===== src/rtl/bil_pkg.sv =====
package bil_pkg;
    typedef enum logic [1:0] {
        FWD_RF  = 2'b00,
        FWD_WB  = 2'b01,
        FWD_MEM = 2'b10
    } fwd_sel_e;

    localparam int unsigned PROD_STAGES = 3;
endpackage


===== src/rtl/bil_stage_match.sv =====
module bil_stage_match #(
    parameter int unsigned REG_AW  = 5,
    parameter int unsigned NSTAGES = 3
) (
    input  logic [NSTAGES-1:0]             st_valid,
    input  logic [NSTAGES-1:0]             st_wen,
    input  logic [NSTAGES-1:0][REG_AW-1:0] st_rd,
    input  logic [REG_AW-1:0]              src_a,
    input  logic [REG_AW-1:0]              src_b,
    output logic                           any_hit
);
    logic [NSTAGES-1:0] hit_vec;

    for (genvar s = 0; s < NSTAGES; s++) begin : g_stage
        logic writes_real;
        assign writes_real = st_valid[s] && st_wen[s] && (st_rd[s] != '0);
        assign hit_vec[s]  = writes_real && ((st_rd[s] == src_a) || (st_rd[s] == src_b));
    end

    assign any_hit = |hit_vec;
endmodule


===== src/rtl/bil_fwd_select.sv =====
module bil_fwd_select
    import bil_pkg::*;
#(
    parameter int unsigned REG_AW = 5
) (
    input  logic              mem_valid,
    input  logic              mem_wen,
    input  logic [REG_AW-1:0] mem_rd,
    input  logic              wb_valid,
    input  logic              wb_wen,
    input  logic [REG_AW-1:0] wb_rd,
    input  logic [REG_AW-1:0] src,
    output fwd_sel_e          sel
);
    logic mem_match, wb_match;

    always_comb begin
        mem_match = mem_valid && mem_wen && (src != '0) && (mem_rd == src);
        wb_match  = wb_valid  && wb_wen  && (src != '0) && (wb_rd  == src);
        if (mem_match)     sel = FWD_MEM;
        else if (wb_match) sel = FWD_WB;
        else               sel = FWD_RF;
    end
endmodule


===== src/rtl/bil_stall_counter.sv =====
module bil_stall_counter #(
    parameter int unsigned CNT_W = 16
) (
    input  logic             clk,
    input  logic             rst_n,
    input  logic             inc,
    output logic [CNT_W-1:0] count
);
    localparam logic [CNT_W-1:0] CNT_MAX = '1;

    always_ff @(posedge clk or negedge rst_n) begin
        if (!rst_n)                       count <= '0;
        else if (inc && count != CNT_MAX) count <= count + 1'b1;
    end
endmodule


===== src/rtl/branch_interlock.sv =====
module branch_interlock
    import bil_pkg::*;
#(
    parameter int unsigned REG_AW = 5,
    parameter int unsigned CNT_W  = 16
) (
    input  logic              clk,
    input  logic              rst_n,
    input  logic              dec_valid,
    input  logic              dec_is_branch,
    input  logic [REG_AW-1:0] dec_rs1,
    input  logic [REG_AW-1:0] dec_rs2,
    input  logic              exe_valid,
    input  logic              exe_wen,
    input  logic [REG_AW-1:0] exe_rd,
    input  logic [REG_AW-1:0] exe_rs1,
    input  logic [REG_AW-1:0] exe_rs2,
    input  logic              mem_valid,
    input  logic              mem_wen,
    input  logic [REG_AW-1:0] mem_rd,
    input  logic              wb_valid,
    input  logic              wb_wen,
    input  logic [REG_AW-1:0] wb_rd,
    output logic              hold_fetch,
    output logic              bubble_exe,
    output logic [1:0]        fwd_a_sel,
    output logic [1:0]        fwd_b_sel,
    output logic [CNT_W-1:0]  stall_count
);
    localparam int unsigned NS = PROD_STAGES;

    logic [NS-1:0]             p_valid, p_wen;
    logic [NS-1:0][REG_AW-1:0] p_rd;
    logic                      src_busy;
    logic                      stall;

    assign p_valid = {wb_valid, mem_valid, exe_valid};
    assign p_wen   = {wb_wen, mem_wen, exe_wen};
    assign p_rd    = {wb_rd, mem_rd, exe_rd};

    bil_stage_match #(.REG_AW(REG_AW), .NSTAGES(NS)) u_match (
        .st_valid (p_valid),
        .st_wen   (p_wen),
        .st_rd    (p_rd),
        .src_a    (dec_rs1),
        .src_b    (dec_rs2),
        .any_hit  (src_busy)
    );

    assign stall      = dec_valid && dec_is_branch && src_busy;
    assign hold_fetch = stall;
    assign bubble_exe = stall;

    logic [1:0][REG_AW-1:0] exe_src;
    fwd_sel_e [1:0]         op_sel;
    assign exe_src = {exe_rs2, exe_rs1};

    for (genvar k = 0; k < 2; k++) begin : g_op
        bil_fwd_select #(.REG_AW(REG_AW)) u_fwd (
            .mem_valid (mem_valid),
            .mem_wen   (mem_wen),
            .mem_rd    (mem_rd),
            .wb_valid  (wb_valid),
            .wb_wen    (wb_wen),
            .wb_rd     (wb_rd),
            .src       (exe_src[k]),
            .sel       (op_sel[k])
        );
    end

    assign fwd_a_sel = op_sel[0];
    assign fwd_b_sel = op_sel[1];

    bil_stall_counter #(.CNT_W(CNT_W)) u_cnt (
        .clk   (clk),
        .rst_n (rst_n),
        .inc   (stall),
        .count (stall_count)
    );
endmodule


===== config.mk =====
export PLATFORM = sky130hd
export DESIGN_NAME = branch_interlock
export DESIGN_NICKNAME = d
export VERILOG_FILES = /design/src/rtl/bil_pkg.sv /design/src/rtl/bil_stage_match.sv /design/src/rtl/bil_fwd_select.sv /design/src/rtl/bil_stall_counter.sv /design/src/rtl/branch_interlock.sv
export SDC_FILE = /design/constraint.sdc
export NUM_CORES = 1
export LEC_CHECK = 0
export BUFFER_PORTS_ARGS = -buffer_cell sky130_fd_sc_hd__buf_2
export CAP_MARGIN = 40
export CORE_ASPECT_RATIO = 0.5
export CORE_UTILIZATION = 49
export CTS_BUF_LIST = sky130_fd_sc_hd__clkbuf_2 sky130_fd_sc_hd__clkbuf_4 sky130_fd_sc_hd__clkbuf_8
export CTS_CLUSTER_DIAMETER = 150
export DETAILED_ROUTE_END_ITERATION = 12
export PLACE_DENSITY = 0.86
export SYNTH_ARGS = -nofsm -noshare
export SYNTH_HDL_FRONTEND = slang
export SYNTH_SLANG_ARGS = --single-unit

===== constraint.sdc =====
create_clock -name clk -period 2.5 [get_ports clk]
set_clock_uncertainty 0.1 [all_clocks]
set_input_delay 0.125 -clock clk [delete_from_list [all_inputs] [get_ports clk]]
set_output_delay 0.125 -clock clk [all_outputs]
set_load 0.01 [all_outputs]

Word-level counts from Yosys, hierarchy flattened
Cells that the tools add are included.
{ "classes": {"reduce_logical": 29, "eq_ne": 11, "muxes": 4, "addsub": 1} }
{ "ops": {"columns": ["op", "n"], "rows": [
  ["equality test 5 bit", 10],
  ["nonzero test 5 bit", 5],
  ["logical AND 1 bit", 20],
  ["adder 16 x 1 -> 16 bit (second input constant)", 1],
  ["!= test 16 bit (second input constant)", 1],
  ["two-way mux 2 bit", 2],
  ["logical OR 1 bit", 3],
  ["OR reduction 3 bit", 1],
  ["two-way mux 1 bit", 2]
]} }
{ "totals": {"inputBits": 45, "output_inout_bits": 22, "word_cells": 46, "ff_bits": 16} }

Depth between registers and ports, before layout
Gate-level depths: netlist of the first run.
{ "logic_depth": {"depth_word": 6, "depth_mapped": 9, "ltp_nobuf": 7} }

Modules after synthesis
A second synthesis of the first run with hierarchy kept.
{ "hier_totals": {"hier_cells": 164, "hier_area_um2": 1569.0} }
{ "modules_own_cells": {"columns": ["module", "cells_per_inst", "area_per_inst_um2", "seq_area_each_um2", "instances"], "rows": [
  ["bil_stall_counter", 72, 859.6, 400.4, 1],
  ["bil_stage_match", 52, 387.9, 0.0, 1],
  ["bil_fwd_select", 19, 153.9, 0.0, 2],
  ["branch_interlock", 2, 13.8, 0.0, 1]
]} }

Least setup slack after synthesis of the first run
No wires, ideal clock.
{ "synth_path": {"kind": "register to register", "startpoint": "reg u_cnt.count[3]", "endpoint": "reg u_cnt.count[14]", "period_less_slack_ns": 1.829, "path_slack_ns": 0.671, "path_buffers": 0, "t_required_ns": 2.273, "arrival_ns": 1.601, "path_stages_with_launch": 7, "setup_ns": 0.127, "cell_sequence": "dfrtp_1 > and3_1 > nand4_1 > nor4b_2 > a21oi_4 > and4_1 > xor2_1"} }
{ "synth_between": {"elab_chain_len": 2, "elab_cells_between_ends": 3, "classes_between": "1 x add/sub; 1 x eq/ne; 1 x reduce/logical"} }
{ "synth_lines": {"columns": ["item", "line_no", "text"], "rows": [
  ["from (decl)", "bil_stall_counter.sv:7", "output logic [CNT_W-1:0] count"],
  ["from (signal assigned)", "bil_stall_counter.sv:13", "else if (inc && count != CNT_MAX) count <= count + 1'b1;"],
  ["branches (longest 2 deep; another with adder 16 x 1 -> 16 bit)", null, null]
]} }
Parallel ways; which one is timed is not known.
A chain may end at the register's enable or synchronous reset.

Worst setup path after layout of the first run
Ends and elaborated chain as after synthesis.

==> flow_summary.yaml, run 1 <==
run_status:
  status: "finished clean"
synthesis:
  synth_area_leader_cell: "xnor2_1"
  synth_fp_nets: 214
  synth_top_area_frac: 0.304
  synthAdderAreaFrac: 0.00820
  synth.area.top_cells: "xnor2_1, dfrtp_1, xor2_1"
  postSynthAreaPerCell_um2: 9.08
  ys_warn_count: 0
  ys_types: 28
  seq_area_frac_synth: 0.263
  synth-compound-area-share: 0.0402
  synth_seq_cells: 16
  synth_xor_area_frac: 0.368
  netlist_area_um2: 1530
  synth_top_family_by_area: "XOR/XNOR gates"
  yosys.area_share.simple: 0.242
  synth.area.mux_share: 0.0148
  synthCells: 168
global_routing:
  antenna_found_initial: 0
  grt_overflow: 0
  grt_pass1_vias: 1329
  grt_pass1_wl_um: 5660
  track_usage: 0.215
  grt_max_degree: 17
route:
  vias: 1377
  wl_per_cell_um: 13.7
  routed_wl_um: 3580
  via_per_inst: 5.28
  drc_errors: 0
  drt_iter0_drc: 35
  ant_nets: 0
  firstDrtPassIters: 4
clocking:
  cts.sinks: 16
  cts_tree: "built"
  clk_latency_ns: 0.24
  clk_pin_slew_worst_paths_ns: 0.06
  cts_made_buffers: 3
  cts_setup_buffers: 0
  clk_path_buf_depth: 2
  cts_max_level: 1
  ctsRootBufferMaster: "clkbuf_8"
timing:
  period_minus_slack_ns: 1.98
  fin_crit_sh: 0.794
  tightest_slew_ns: 0.392
  rsz0062_at_grt: "no"
  slew_headroom: 0.738
  setup_viol: 0
  timing.setup.tns_ns: 0
  max_freq_ghz: 0.504
  finalMaxSlewViolations: 0
  hold_viol_final: 0
place:
  port_buffers: 66
  gp_congestion: 0.809
  dp_hpwl_um: 2950
cells_and_area:
  drive_gt1_frac: 0.339
  largest_register_ffs: 16
  fin_nets: 272
  final_common_cell: "buf_2"
  regMostFlops: "u_cnt.count"
  n_antenna_cell: 0
  nFillCells: 232
  largestRegisters: "u_cnt.count x16"
  area_delta_synth_final_pct: 21.6
  final_cell_mix: "buf_2, xnor2_1, dfrtp_1"
critical_path:
  regToRegSetupSlack_ns: 0.52
  r2r_end: "u_cnt.count[14]"
  crit_fanout: 15
  crit_path_end_kind: "register"
  r2r_cells: 6
  worstPathRequired_ns: 2.53
  startpoint_type: "register"
  rr_startpoint: "u_cnt.count[3]"
  arrival_ns: 2.01
  crit_chain: "and3_1, nand4_1, nor4b_2, a21oi_4, and4_1, xor2_1"
  slowest_delay_ns: 0.42
  path_class: "register to register"
  crit_path_top_delay_cell: "dfrtp_1"
die:
  coreArea_um2: 2770
  rows: 13
  die_x_um: 80.9
  ios: 67
  dieArea_um2: 3350
  initial_utilization: 0.552
  die_h_um: 41.5
power:
  leakagePower_uw: 0.000861
  power_uw: 699
  power_density_nw_per_um2: 377
  irDropWorstVdd_v: 0.000415
flow_run:
  cap_violations: 0
min_path:
  hold_class: "input port to asynchronous set/reset pin"
cell usage after synthesis:
| library cell | n |
|---|---|
| buf_4 | 4 |
| a21oi_4 | 1 |
| a21oi_1 | 2 |
| and2_1 | 2 |
| nor4_1 | 4 |
| o221ai_2 | 1 |
| nor2b_1 | 1 |
| and3_1 | 6 |
| xnor2_1 | 53 |
| nand4_1 | 12 |
| o22ai_1 | 2 |
| buf_2 | 7 |
| a22oi_1 | 1 |
| nor2_1 | 6 |
| mux2_2 | 1 |
| buf_6 | 3 |
| dfrtp_1 | 16 |
| nand3_1 | 12 |
| xor2_1 | 11 |
| nor4b_2 | 1 |
| ha_1 | 1 |
| and4_1 | 2 |
| nor3_2 | 2 |
| nor3_1 | 2 |
| mux2_1 | 1 |
| or4_4 | 1 |
| nand2_1 | 11 |
| or4_1 | 2 |
area by class of cell:
type                            instances  area (um^2)  area share
Sequential cell                        16          400       0.216
Timing Repair Buffer                   67          340       0.184
Clock buffer                            3         41.3      0.0223
Multi-Input combinational cell        138         1030       0.553
Tap cell                               37         46.3      0.0250
logic make-up (layout without fill, tap and decap cells):
family                     after synthesis  after routing
AOI/OAI and AO/OA                        7              7
buffers and inverters                   14             70
DFF                                     16             16
adders and majority gates                1              1
xor gates and xnor gates                64             64
and+or+nand+nor                         64             64
muxes                                    2              2
per-layer routing:
metal / track usage / part of all wire
met5: 0 / 0
met4: 0.0679 / 0.0059
met3: 0.0176 / 0.030
met2: 0.400 / 0.52
met1: 0.260 / 0.45
power breakdown:
part,internal [uW],switching [uW],leakage [uW]
Clock,107,78.9,0.0000216
Sequential,274,16.5,0.000222
Combinational,109,114,0.000618
how the worst max path moves through the flow:
| stage | end | start |
|---|---|---|
| floorplan | u_cnt.count[14] | u_cnt.count[3] |
| global placement | u_cnt.count[12] | mem_rd[1] |
| detailed placement | u_cnt.count[14] | u_cnt.count[3] |
| CTS | u_cnt.count[14] | u_cnt.count[3] |
| global route | u_cnt.count[14] | u_cnt.count[3] |
| finish | u_cnt.count[14] | u_cnt.count[3] |
per-stage QoR:
step           hold slack, ns  instances  cell area, um^2   util  worst slack (ns)
2_1_floorplan          -0.271        168             1530      -             0.671
3_3_place_gp          -0.0463        257             1800  0.652             0.611
3_5_place_dp          -0.0430        257             1800  0.652             0.529
4_1_cts                 0.226        261             1850  0.671             0.522
5_1_grt                 0.253        261             1850  0.671             0.418
6_report                0.212        261             1850  0.671             0.516
worst max-delay path: cells and delay by family, from the launching register on:
kind / cells / cell delay, ns
simple gates: 4 / 1.08
flops: 1 / 0.42
compound gates: 1 / 0.14
xor+xnor: 1 / 0.13
what timing repair did:
action,CTS,global route
resized for setup,0,0
hold buffers,1,0
hold endpoints to repair,16,0
Note: power is estimated with default switching activity, not from simulation.
==> run 2: changes to the inputs <==
Clock period 2.5 ns to 2 ns, I/O delays scaled along.
==> run 2 against run 1 <==
Sequential power rose by 25%. Die area did not move. Routed wire length rose by 0.62%. Clock-buffer cell count rose by 1. Critical path depth did not move. Non-clock buffer count rose by 3. Flip-flop and latch count did not move. Hold slack got worse by 0.031 ns. Cell count rose by 1.9%. Via count rose by 3.4%. Setup slack got worse by 0.42 ns. Register-to-register slack got worse by 0.42 ns. Highest routed layer unchanged.
==> flow_summary.yaml, run 2 (same netlist as run 1, synthesis figures left out) <==
clocking:
  clk_latency_ns: 0.24
  ctsRootBufferMaster: "clkbuf_8"
  clk_pin_slew_worst_paths_ns: 0.06
  clk_path_buf_depth: 2
  cts_made_buffers: 3
  cts_max_level: 1
  cts.sinks: 16
  cts_tree: "built"
power:
  leakagePower_uw: 0.000906
  power_density_nw_per_um2: 480
  power_uw: 916
  irDropWorstVdd_v: 0.000597
critical_path:
  regToRegSetupSlack_ns: 0.1
  path_class: "register to register"
  slowest_delay_ns: 0.40
  critPathLaunch: "u_cnt.count[4]"
  crit_path_top_delay_cell: "dfrtp_1"
  rr_startpoint: "u_cnt.count[4]"
  r2r_end: "u_cnt.count[14]"
  arrival_ns: 1.93
  crit_path_end_kind: "register"
  worstPathRequired_ns: 2.03
  cp-endpoint: "u_cnt.count[14]"
  crit_chain: "and3_1, nand4_1, nor4b_4, a21oi_4, and4_1, xor2_1"
  crit_fanout: 8
  r2r_cells: 6
  startpoint_type: "register"
die:
  die_x_um: 80.9
  coreArea_um2: 2770
  initial_utilization: 0.552
  ios: 67
  dieArea_um2: 3350
  die_h_um: 41.5
  rows: 13
cells_and_area:
  regMostFlops: "u_cnt.count"
  largest_register_ffs: 16
  area_delta_synth_final_pct: 25.1
  largestRegisters: "u_cnt.count x16"
  final_common_cell: "buf_2"
  final_cell_mix: "buf_2, xnor2_1, dfrtp_1"
  fin_nets: 276
  multi_input_comb_area_um2: 1040
  nFillCells: 227
  fin_area_um2: 1910
  drive_gt1_frac: 0.354
  regArea_um2: 400
  n_antenna_cell: 0
timing:
  finalMaxSlewViolations: 0
  rsz0062_at_grt: "no"
  hold_viol_final: 0
  max_freq_ghz: 0.525
  slew_headroom: 0.615
  tightest_slew_ns: 0.577
  fin_crit_sh: 0.952
  setup_viol: 0
  period_minus_slack_ns: 1.90
  timing.setup.tns_ns: 0
  hold_slack_ns: 0.180
flow_run:
  cap_violations: 0
route:
  firstDrtPassIters: 4
  routed_wl_um: 3600
  wl_per_cell_um: 13.5
  ant_nets: 0
  vias: 1424
  drt_iter0_drc: 31
  drc_errors: 0
  via_per_inst: 5.35
global_routing:
  antenna_found_initial: 0
  grt_overflow: 0
  grt_pass1_wl_um: 5840
  track_usage: 0.221
  grt_max_degree: 17
  grt_pass1_vias: 1331
place:
  port_buffers: 66
  place_area_um2: 1810
  dp_hpwl_um: 2800
  gp_congestion: 0.837
min_path:
  hold_class: "input port to asynchronous set/reset pin"
run_status:
  status: "finished clean"
run 2: worst min-delay path by stage:
stage	from	end	slack (ns)	depth (start not counted)
floorplan	rst_n	u_cnt.count[0]	-0.30	0
global placement	rst_n	u_cnt.count[5]	-0.07	1
detailed placement	rst_n	u_cnt.count[6]	-0.07	1
CTS	rst_n	u_cnt.count[0]	0.20	2
global route	rst_n	u_cnt.count[6]	0.22	2
finish	rst_n	u_cnt.count[6]	0.18	2
run 2: where the power goes:
part,total (uW),switching (uW),internal [uW]
registers,363,20.7,342
logic,275,139,136
clock network,278,104,174
run 2: area by class of cell:
cell class              count  area share
multi-input cells         139       0.547
flip-flops and latches     16       0.210
repair buffers             70       0.190
clock buffers               4      0.0289
well taps                  37      0.0243
run 2: per-layer routing:
| metal | routed length [um] | share of wire | vias up | global-route usage |
|---|---|---|---|---|
| li1 | - | - | 707 | - |
| met1 | 1650 | 0.46 | 673 | 0.287 |
| met5 | 0 | 0 | - | 0 |
| met3 | 155 | 0.043 | 4 | 0.0176 |
| met4 | 24 | 0.0067 | 0 | 0.0607 |
| met2 | 1760 | 0.49 | 40 | 0.393 |
run 2: critical path: cells and delay by family, from the launching register on:
kind	cells	cell delay [ns]
xor gates and xnor gates	1	0.13
DFF	1	0.40
AOI/OAI and AO/OA	1	0.10
and+or+nand+nor	4	1.05
run 2: what timing repair did:
item | in CTS | in global routing
hold buffers | 1 | 0
gates resized for setup | 0 | 1
endpoints found under the hold margin | 16 | 0
endpoints found under the setup margin | 0 | 6
buffers inserted | 0 | 2
run 2: stage by stage:
| stage | util | std cells | worst slack (ns) |
|---|---|---|---|
| 4_1_cts | 0.678 | 263 | 0.0261 |
| 3_3_place_gp | 0.655 | 258 | 0.147 |
| 3_5_place_dp | 0.655 | 258 | 0.0324 |
| 6_report | 0.690 | 266 | 0.0960 |
| 2_1_floorplan | - | 168 | 0.171 |
| 5_1_grt | 0.690 | 266 | 0.00866 |
==> run 3: changes to the inputs <==
Settings changed: SETUP_SLACK_MARGIN from default to 0.5, SLEW_MARGIN from default to 20.
==> run 3 against run 2 <==
Sequential power hardly changed. Cell count is 6.8% higher. Critical path depth is 1 higher. Combinational power is 28% higher. Die area stayed put. Sequential share of layout area is 3.3 points lower. Critical endpoint unchanged.
==> flow_summary.yaml, run 3 (same netlist as run 1, synthesis figures left out) <==
run_status:
  status: "finished clean"
route:
  ant_nets: 0
  routed_wl_um: 4770
  via_per_inst: 5.52
  drt_iter0_drc: 50
  wl_per_cell_um: 16.8
  drc_errors: 0
  firstDrtPassIters: 4
  vias: 1567
critical_path:
  path_class: "register to register"
  crit_fanout: 6
  worstPathRequired_ns: 2.03
  slowest_delay_ns: 0.36
  crit_path_end_kind: "register"
  crit_chain: "and3_4, nand4_1, nor4b_4, a21oi_4, buf_12, and4_4, xor2_2"
  arrival_ns: 1.88
  startpoint_type: "register"
  crit_path_top_delay_cell: "dfrtp_2"
timing:
  tightest_slew_ns: 0.356
  slew_headroom: 0.761
  finalMaxSlewViolations: 0
  timing.setup.tns_ns: 0
  period_minus_slack_ns: 1.85
  setup_viol: 0
  max_freq_ghz: 0.540
  hold_viol_final: 0
  worst_slack_ns: 0.149
  fin_crit_sh: 0.925
  rsz0062_at_grt: "yes"
power:
  internal-power_uw: 650
  irDropWorstVdd_v: 0.000446
  p_switching_uw: 302
  seqPwrFrac: 0.379
  leakagePower_uw: 0.00106
  p_sw_frac: 0.318
  power_frac_clock: 0.252
  p_comb_frac: 0.369
  power_density_nw_per_um2: 418
die:
  die_h_um: 41.5
  dieArea_um2: 3350
  ios: 67
  rows: 13
  initial_utilization: 0.552
  coreArea_um2: 2770
  die_x_um: 80.9
min_path:
  hold_class: "input port to asynchronous set/reset pin"
clocking:
  clk_path_buf_depth: 2
  cts_made_buffers: 3
  clk_pin_slew_worst_paths_ns: 0.06
  clk_latency_ns: 0.25
  cts.sinks: 16
  ctsRootBufferMaster: "clkbuf_8"
  cts_max_level: 1
  cts_tree: "built"
place:
  pre_cts_ws_ns: 0.0664
  gp_congestion: 0.866
  dp_hpwl_um: 3010
  port_buffers: 66
  place_area_um2: 1870
cells_and_area:
  final_common_cell: "buf_2"
  n_antenna_cell: 0
  regMostFlops: "u_cnt.count"
  fin_area_um2: 2280
  area_delta_synth_final_pct: 49.3
  largestRegisters: "u_cnt.count x16"
  fin_nets: 295
  largest_register_ffs: 16
  drive_gt1_frac: 0.522
  final_util: 0.824
  final_cell_mix: "buf_2, xnor2_1, buf_4"
global_routing:
  antenna_found_initial: 0
  grt_max_degree: 17
  grt_pass1_vias: 1539
  grt_pass1_wl_um: 7060
  track_usage: 0.277
  grt_overflow: 0
flow_run:
  cap_violations: 0
[run 3: repair_timing]
action / 4_1_cts / 5_1_grt
setup buffers: 11 / 7
hold endpoints to repair: 16 / 0
setup endpoints to repair: 20 / 20
gates resized for setup: 16 / 25
pin swaps: 8 / 18
hold buffers: 1 / 0
cloned: 0 / 1
[run 3: final cells by class]
| type | count | area (um^2) |
|---|---|---|
| multi-input cells | 138 | 1220 |
| repair buffers | 90 | 567 |
| fillers | 177 | 488 |
| flip-flops and latches | 16 | 403 |
| well taps | 37 | 46.3 |
| clock buffers | 3 | 41.3 |
[run 3: per-stage QoR]
step	hold WS (ns)	instances	power (uW)
final	0.194	284	952
after global routing	0.236	284	1010
after CTS	0.202	276	905
after detailed placement	-0.0677	261	652
after global placement	-0.0750	261	642
after floorplan	-0.296	168	537
[run 3: power by group through the flow]
stage,Combinational [uW],Sequential [uW],Clock [uW]
4_1_cts,303,360,241
2_1_floorplan,164,374,0
5_1_grt,384,365,259
6_report,352,361,240
3_3_place_gp,276,365,0
3_5_place_dp,286,367,0
[run 3: layer usage]
metal / GRT usage / vias up / part of all wire
met4: 0.154 / 0 / 0.032
li1: - / 731 / -
met1: 0.316 / 757 / 0.40
met5: 0 / - / 0
met3: 0.0308 / 16 / 0.046
met2: 0.503 / 63 / 0.52
[run 3: final timing paths]
| kind | start | slack [ns] | depth (start not counted) | to |
|---|---|---|---|---|
| max | u_cnt.count[3] | 0.15 | 7 | u_cnt.count[14] |
| min | rst_n | 0.19 | 2 | u_cnt.count[5] |
| max reg2reg | u_cnt.count[3] | 0.15 | 7 | u_cnt.count[14] |
| min reg2reg | u_cnt.count[15] | 0.41 | 1 | u_cnt.count[15] |
| max in group asynchronous | rst_n | 1.32 | 2 | u_cnt.count[9] |
| min in group clk | u_cnt.count[15] | 0.41 | 1 | u_cnt.count[15] |
[run 3: worst max-delay path: cells and delay by family, from the launching register on]
family	cells	cell delay, ns
AND/OR/NAND/NOR	4	0.91
flip-flops	1	0.36
buffers and inverters	1	0.15
XOR/XNOR	1	0.14
AO/OA/AOI/OAI	1	0.08
